`src/rtl/irqc_pkg.sv`:
```
package irqc_pkg;
  typedef enum logic [1:0] {
    RSEL_NONE = 2'd0,
    RSEL_STAT = 2'd1,
    RSEL_MASK = 2'd2
  } rsel_e;
endpackage

```
`src/rtl/irqc_rst_sync.sv`:
```
module irqc_rst_sync #(
  parameter int STAGES = 2
) (
  input  logic clk,
  input  logic arst_n,
  output logic srst_n
);
  logic [STAGES-1:0] sync_q;
  logic [STAGES-1:0] sync_d;

  always_comb begin
    sync_d = {sync_q[STAGES-2:0], 1'b1};
  end

  always_ff @(posedge clk or negedge arst_n) begin
    if (!arst_n) sync_q <= '0;
    else         sync_q <= sync_d;
  end

  assign srst_n = sync_q[STAGES-1];
endmodule

```
`src/rtl/irqc_edge.sv`:
```
module irqc_edge #(
  parameter int N = 16
) (
  input  logic         clk,
  input  logic         rst_n,
  input  logic [N-1:0] lvl,
  output logic [N-1:0] rise
);
  for (genvar i = 0; i < N; i++) begin : g_line
    logic prev_q;
    logic prev_d;

    always_comb begin
      prev_d = lvl[i];
    end

    always_ff @(posedge clk or negedge rst_n) begin
      if (!rst_n) prev_q <= 1'b0;
      else        prev_q <= prev_d;
    end

    assign rise[i] = lvl[i] & ~prev_q;
  end
endmodule

```
`src/rtl/irqc_decode.sv`:
```
module irqc_decode
  import irqc_pkg::*;
#(
  parameter int                ADDR_W   = 16,
  parameter logic [ADDR_W-1:0] STAT_OFS = 16'h1070,
  parameter logic [ADDR_W-1:0] MASK_OFS = 16'h1074
) (
  input  logic [ADDR_W-1:0] addr,
  output rsel_e             sel
);
  always_comb begin
    if (addr == STAT_OFS)      sel = RSEL_STAT;
    else if (addr == MASK_OFS) sel = RSEL_MASK;
    else                       sel = RSEL_NONE;
  end
endmodule

```
`src/rtl/irqc_regs.sv`:
```
module irqc_regs #(
  parameter int N = 16
) (
  input  logic         clk,
  input  logic         rst_n,
  input  logic         wr_stat,
  input  logic         wr_mask,
  input  logic [N-1:0] wval,
  input  logic [N-1:0] rise,
  output logic [N-1:0] stat,
  output logic [N-1:0] mask,
  output logic         pend
);
  logic [N-1:0] stat_q, stat_d;
  logic [N-1:0] mask_q, mask_d;
  logic         pend_q, pend_d;
  logic [N-1:0] kept;

  always_comb begin
    kept   = wr_stat ? (stat_q & wval) : stat_q;
    stat_d = kept | rise;
    mask_d = wr_mask ? wval : mask_q;
    pend_d = |(stat_d & mask_d);
  end

  always_ff @(posedge clk or negedge rst_n) begin
    if (!rst_n) begin
      stat_q <= '0;
      mask_q <= '0;
      pend_q <= 1'b0;
    end else begin
      stat_q <= stat_d;
      if (wr_mask) mask_q <= mask_d;
      pend_q <= pend_d;
    end
  end

  assign stat = stat_q;
  assign mask = mask_q;
  assign pend = pend_q;
endmodule

```
`src/rtl/irq_status_mask_ctrl.sv`:
```
module irq_status_mask_ctrl
  import irqc_pkg::*;
#(
  parameter int                ADDR_W   = 16,
  parameter int                BUS_W    = 32,
  parameter int                N_LINES  = 16,
  parameter logic [ADDR_W-1:0] STAT_OFS = 16'h1070,
  parameter logic [ADDR_W-1:0] MASK_OFS = 16'h1074
) (
  input  logic               clk,
  input  logic               rst_n,
  input  logic [N_LINES-1:0] irq_req,
  input  logic               bus_en,
  input  logic               bus_we,
  input  logic [ADDR_W-1:0]  bus_addr,
  input  logic [BUS_W-1:0]   bus_wdata,
  output logic [BUS_W-1:0]   bus_rdata,
  output logic               cpu_irq_pend
);
  localparam int PAD_W = BUS_W - N_LINES;

  logic               rst_sync_n;
  logic [N_LINES-1:0] rise;
  logic [N_LINES-1:0] stat_q;
  logic [N_LINES-1:0] mask_q;
  logic               wr_stat, wr_mask, rd_any;
  logic [N_LINES-1:0] rd_val;
  rsel_e              sel;
  logic               unused_hi;

  irqc_rst_sync #(.STAGES(2)) u_rst (
    .clk(clk), .arst_n(rst_n), .srst_n(rst_sync_n)
  );

  irqc_edge #(.N(N_LINES)) u_edge (
    .clk(clk), .rst_n(rst_sync_n), .lvl(irq_req), .rise(rise)
  );

  irqc_decode #(.ADDR_W(ADDR_W), .STAT_OFS(STAT_OFS), .MASK_OFS(MASK_OFS)) u_dec (
    .addr(bus_addr), .sel(sel)
  );

  always_comb begin
    wr_stat = bus_en & bus_we & (sel == RSEL_STAT);
    wr_mask = bus_en & bus_we & (sel == RSEL_MASK);
    rd_any  = bus_en & ~bus_we;
    case (sel)
      RSEL_STAT: rd_val = stat_q;
      RSEL_MASK: rd_val = mask_q;
      default:   rd_val = '0;
    endcase
  end

  irqc_regs #(.N(N_LINES)) u_regs (
    .clk(clk), .rst_n(rst_sync_n),
    .wr_stat(wr_stat), .wr_mask(wr_mask),
    .wval(bus_wdata[N_LINES-1:0]), .rise(rise),
    .stat(stat_q), .mask(mask_q), .pend(cpu_irq_pend)
  );

  assign bus_rdata = rd_any ? {{PAD_W{1'b0}}, rd_val} : '0;
  assign unused_hi = ^bus_wdata[BUS_W-1:N_LINES];
endmodule

```
`config.mk`:
```
export PLATFORM = sky130hd
export DESIGN_NAME = irq_status_mask_ctrl
export DESIGN_NICKNAME = d
export VERILOG_FILES = /design/src/rtl/irqc_pkg.sv /design/src/rtl/irqc_rst_sync.sv /design/src/rtl/irqc_edge.sv /design/src/rtl/irqc_decode.sv /design/src/rtl/irqc_regs.sv /design/src/rtl/irq_status_mask_ctrl.sv
export SDC_FILE = /design/constraint.sdc
export NUM_CORES = 1
export LEC_CHECK = 0
export ABC_AREA = 1
export CAP_MARGIN = 10
export CELL_PAD_IN_SITES_DETAIL_PLACEMENT = 0
export CELL_PAD_IN_SITES_GLOBAL_PLACEMENT = 1
export CORE_UTILIZATION = 32
export DETAILED_ROUTE_END_ITERATION = 12
export PLACE_DENSITY_LB_ADDON = 0.1
export SETUP_SLACK_MARGIN = 0.2
export SLEW_MARGIN = 0
export SYNTH_ARGS = -nofsm -noshare
export SYNTH_HDL_FRONTEND = slang
export SYNTH_SLANG_ARGS = --single-unit
```
`constraint.sdc`:
```
create_clock -name clk -period 1.69 [get_ports clk]
set_input_delay 0.338 -clock clk [delete_from_list [all_inputs] [get_ports clk]]
set_output_delay 0.338 -clock clk [all_outputs]
set_load 0.02 [all_outputs]
```
# Yosys cells after proc, flatten, opt, wreduce, memory -nomap -nowiden
# Cells that the tools add are included.
# Widths: inputs -> output; s select.
word_totals:
  reg_bits: 51
  in_bits: 68
  out_inout_bits: 33
  elab_cells: 71
op_classes:
  eq_ne: 4
  mux: 6
  bitwise_logic: 40
  reduce_logical: 1
op_table:
  columns: ["operator", "count"]
  rows:
  - ["$mux 16", 3]
  - ["$and 16x16->16", 2]
  - ["$eq 16x13->1 const B", 2]
  - ["$pmux 16 s2", 1]
  - ["$and 1x1->1", 20]
  - ["$not 1->1", 17]
  - ["$or 16x16->16", 1]
  - ["$reduce_or 16->1", 1]
  - ["$mux 2", 2]
  - ["$eq 2x1->1 const B", 1]
  - ["$eq 2x2->1 const B", 1]

# Depth between registers and ports, before layout
depth:
  depth_word: 9
  mapped_depth: 14
  mapped_depth_nobuf: 13

# Cells and area by module
# Synthesis repeated with hierarchy kept, for this count alone.
unflattened:
  hier_cells: 377
  hier_area_um2: 2771.4
modules_own_cells:
  columns: ["mod", "instances", "cells_each", "area_per_inst_um2", "seq_area_each_um2"]
  rows:
  - ["irqc_regs", 1, 183, 1478.9, 825.8]
  - ["irqc_edge", 1, 48, 560.5, 400.4]
  - ["irq_status_mask_ctrl", 1, 112, 559.3, 0.0]
  - ["irqc_decode", 1, 31, 118.9, 0.0]
  - ["irqc_rst_sync", 1, 3, 53.8, 50.0]

# Worst setup path before layout
# OpenSTA, ideal clock, no wires.
synth_path:
  path_type: "input to output"
  from: "in bus_addr[6]"
  to: "out bus_rdata[11]"
  arrival_ns: 1.557
  required_ns: 1.352
  path_slack_ns: -0.205
  cell_stages: 8
  n_path_buf: 2
  path_cell_list: "inv_1 -> nor2_2 -> nand2_2 -> nor2_4 -> buf_2 -> buf_2 -> nand3_1 -> a21oi_1"
synth_between:
  elab_chain_len: 6
  word_cells_on_any_way: 8
  classes_between: "eq/ne (4); mux (4)"
synth_rtl:
  columns: ["element", "line_no", "source"]
  rows:
  - ["start, declared", "irq_status_mask_ctrl.sv:15", "input logic [ADDR_W-1:0] bus_addr,"]
  - ["$eq 16x13->1", "irqc_decode.sv:13", "else if (addr == MASK_OFS) sel = RSEL_MASK;"]
  - ["$mux 2", "irqc_decode.sv:13", null]
  - ["$mux 2 (*)", "irqc_decode.sv:12", "if (addr == STAT_OFS) sel = RSEL_STAT;"]
  - ["$eq 2x2->1 or $eq 2x1->1 (tied branches)", "irq_status_mask_ctrl.sv:47", "case (sel)"]
  - ["$pmux 16 s2 (*)", "irq_status_mask_ctrl.sv:47", null]
  - ["$mux 16 (*)", "irq_status_mask_ctrl.sv:61", "assign bus_rdata = rd_any ? {{PAD_W{1'b0}}, rd_val} : '0;"]
  - ["end, declared", "irq_status_mask_ctrl.sv:17", "output logic [BUS_W-1:0] bus_rdata,"]
# Every way passes the cells marked *; elsewhere a longest branch is shown, timed or not.

# Worst setup path after layout
layout_path:
  from: "in bus_addr[12]"
  to: "reg u_regs.pend_q, in the netlist u_regs.pend"
layout_between:
  elab_chain_len: 9
  word_cells_on_any_way: 13
  classes_between: "eq/ne (4); mux (4); bitwise (4); reduce/logical (1)"
layout_rtl:
  columns: ["element", "line_no", "source"]
  rows:
  - ["$eq 16x13->1", "irqc_decode.sv:13", null]
  - ["$mux 2", "irqc_decode.sv:13", null]
  - ["$mux 2 (*)", "irqc_decode.sv:12", null]
  - ["$eq 2x1->1 (*)", "irq_status_mask_ctrl.sv:44", "wr_stat = bus_en & bus_we & (sel == RSEL_STAT);"]
  - ["$and 1x1->1 (*)", "irq_status_mask_ctrl.sv:44", null]
  - ["$mux 16 (*)", "irqc_regs.sv:20", "kept = wr_stat ? (stat_q & wval) : stat_q;"]
  - ["$or 16x16->16 (*)", "irqc_regs.sv:21", "stat_d = kept | rise;"]
  - ["via u_regs.stat_d[10]", "irqc_regs.sv:14", "logic [N-1:0] stat_q, stat_d;"]
  - ["$and 16x16->16 (*)", "irqc_regs.sv:23", "pend_d = |(stat_d & mask_d);"]
  - ["$reduce_or 16->1 (*)", "irqc_regs.sv:23", null]
  - ["via u_regs.pend_d", "irqc_regs.sv:16", "logic pend_q, pend_d;"]
  - ["end signal, assigned", "irqc_regs.sv:34", "pend_q <= pend_d;"]
  - ["end, declared", "irqc_regs.sv:16", null]
# Mark *: on every way through the listed nets, which the timed path passes. The rest lies on a longest branch.
# A chain may end at the register's enable or synchronous reset.

==> reports/metrics.cfg <==
[critical_path]
setup.worst_path.start_class=primary input
cp_data_required_time_ps=1880
end_kind=flip-flop
critPathMaxFanout=5
arrival_ps=2030
critical_path_class=primary input to flip-flop

[clocking]
tritoncts=yes
cts_hold_buf=0
clkTransAtPathRegs_ps=90
clk_latency_ps=300
clock_sinks=51
cts_buffers=5
h-tree-depth=2
clockBufferDepth=2
clockRootBuffer=clkbuf_8

[placement]
dp_hpwl_mm=5.04
gp_congestion=0.777
dpl_cell_area_um2=4170
port_buffers=68
place_inst=535

[timing]
whs_ps=186
finalCritPeriodShare=1.09
setup_ws_ps=-153
rsz0062_at_grt=true
drv_slew=0
finalHoldViolations=0
max_freq_ghz=0.542
skew_ps=4.51
timing.final.crit_period_ps=1840
setup_viol_count_final=17

[global_routing]
grt_pass1_wl_mm=13.1
grtUsageTotal=0.190
grt_max_degree=50
grt_pass1_vias=2615
antenna_found_initial=0
overflow=0

[synth]
synth-async-reset-ratio=1.00
synth_compound_area_frac=0.0757
yosysMostFrequentCell=nand2_1
synth_top_family_by_area=simple AND/OR/NAND/NOR gates
synthAdderAreaFrac=0
syn_inst=352
synthFlopType=dfrtp_1
synth.area.mux_share=0
synth_top_area_frac=0.446
synthTopCellsByArea=dfrtp_1 45%, nand2_1 12%, inv_1 7.6%, nand3_1 6.6%, o21ai_2 4.6%
synth_seq_area_share=0.446
synthTopCellsByCount=90 x nand2_1, 58 x inv_1, 51 x dfrtp_1, 38 x nand3_1
yosys.area.top_type=dfrtp_1
ys_ff_latch=51
synth_xor_area_frac=0
yosys.area_share.simple=0.322
synth_warnings=0
synth_area_um2=2860
synthDistinctLibCells=22
synth_enable_flop_cells=0
avgSynthCellArea_um2=8.13

[pwr]
power.density_nw_per_um2=453
max-vdd-ir-drop_v=0.000363
p_sw_uw=579
combPwrFrac=0.138
leakage_nw=2.24
p_seq_frac=0.543
finalPower_mw=2.30
p_int_mw=1.72
swShare=0.252
clockPowerShare=0.320

[layout]
finalNetCount=535
n_antenna_cell=0
drive_gt1_frac=0.429
fin_cells=576
area_growth_pct=77.3
fin_area_um2=5070
fin_util=0.584

[drt]
wl_per_cell_um=14.8
drt_iter0_markers=48
dr.pass1.iters=3
wl_mm=8.54
dr_total_vias=2630
vias_per_cell=4.57
final_antenna_net_count=0
drc=0

[flow_run]
max_cap_viol_count=0

[run_status]
violations=setup timing
status=finished, violations left

[floorplanning]
die_height_um=96.5
fp.dieW_um=96.5
start_util=0.330
core_um2=8680
dieArea_um2=9320
placementRows=34
io_pins=101

[min_path]
hp-class=primary input to asynchronous set/reset pin

-- cells in the final DEF, fill, tap and decap left out, types with 2 or more instances in the layout --
cell type        synthesis  routed
nand2_4                  0       3
clkbuf_16                0       2
buf_6                    4      35
inv_2                    1       2
clkbuf_8                 0       6
buf_2                    8       7
clkdlybuf4s50_1          0      33
nor2_4                   3       5
buf_16                   0       6
nand4_1                 16      16
a21oi_4                  0      16
nand2_1                 90      84
nand2_2                  9      12
buf_12                   0      16
conb_1                   2      17
nand3_2                 10      20
dlymetal6s2s_1           0       2
nor2_1                   6       4
inv_1                   58      56
buf_4                   16      19
nand3_4                  2      29
dfrtp_1                 51      50
o21ai_2                 15      15
-- power groups by stage --
| stage | combinational (mW) | clock (mW) | sequential, mW |
|---|---|---|---|
| 6_report | 0.316 | 0.734 | 1.25 |
| 3_3_place_gp | 0.306 | 0 | 1.27 |
| 5_1_grt | 0.350 | 0.810 | 1.25 |
| 3_5_place_dp | 0.308 | 0 | 1.27 |
| 4_1_cts | 0.310 | 0.771 | 1.25 |
| 2_1_floorplan | 0.144 | 0 | 1.29 |
-- per-layer routing --
metal	GRT usage	part of all wire
met1	0.243	0.44
met2	0.340	0.51
met3	0.0258	0.036
met4	0.0429	0.017
met5	0	0
-- area by class of cell --
class,count,area (um^2)
fill,790,3610
clock inverter,1,5.00
timing repair buffer,124,1530
multi-input combinational,226,1820
tap,108,135
clock buffer,7,86.3
sequential,51,1280
inverter,59,224
-- metrics by stage --
| step | worst slack [ps] | setup TNS, ps |
|---|---|---|
| 2_1_floorplan | 7.51 | 0 |
| 3_3_place_gp | -945 | -30020 |
| 3_5_place_dp | -965 | -30460 |
| 4_1_cts | -163 | -2120 |
| 5_1_grt | -247 | -3280 |
| 6_report | -153 | -2140 |
-- worst max-delay path: stages --
cell and delay [ps]:
clkdlybuf4s15_1 180, nand3_2 90, nor2_4 130, buf_6 130
buf_16 110, buf_8 100, nand3_4 140, buf_6 170
buf_6 110, nand2_4 60, nand3_4 70, nand2_2 80
nand2_1 50, inv_1 40, nand2_1 50, nor2_1 110
nand2_1 60
-- kinds of logic after synthesis --
logic type,after synthesis
other,2
and+or+nand+nor,177
buffers and inverters,90
DFF,51
AOI/OAI and AO/OA,32
-- worst paths after layout --
path	from	endpoint	slack (ps)	cells past startpoint
worst max-delay path	bus_addr[12]	u_regs.pend$_DFF_PN0_	-150	17
worst min-delay path	rst_n	u_rst.sync_q[0]$_DFF_PN0_	190	1
worst max register to register	u_regs.stat[10]$_DFF_PN0_	u_regs.pend$_DFF_PN0_	390	10
worst min register to register	u_rst.sync_q[1]$_DFF_PN0_	u_regs.stat[7]$_DFF_PN0_	260	1
max in group asynchronous	u_rst.sync_q[1]$_DFF_PN0_	u_regs.stat[10]$_DFF_PN0_	1190	1
min in group clk	u_rst.sync_q[0]$_DFF_PN0_	u_rst.sync_q[1]$_DFF_PN0_	360	0
-- flip-flops by register name, indices dropped and copies added (netlist names) --
name                  count
u_rst.sync_q              2
u_regs.pend               1
u_regs.stat              16
u_regs.mask              16
u_edge.g_line.prev_q     16
-- repair_timing --
item,in CTS,in global routing
cloned,7,2
pin swaps,28,18
setup endpoints to repair,50,42
buffers inserted,17,7
gates resized for setup,205,23
Note: power is estimated with default switching activity, not from simulation.
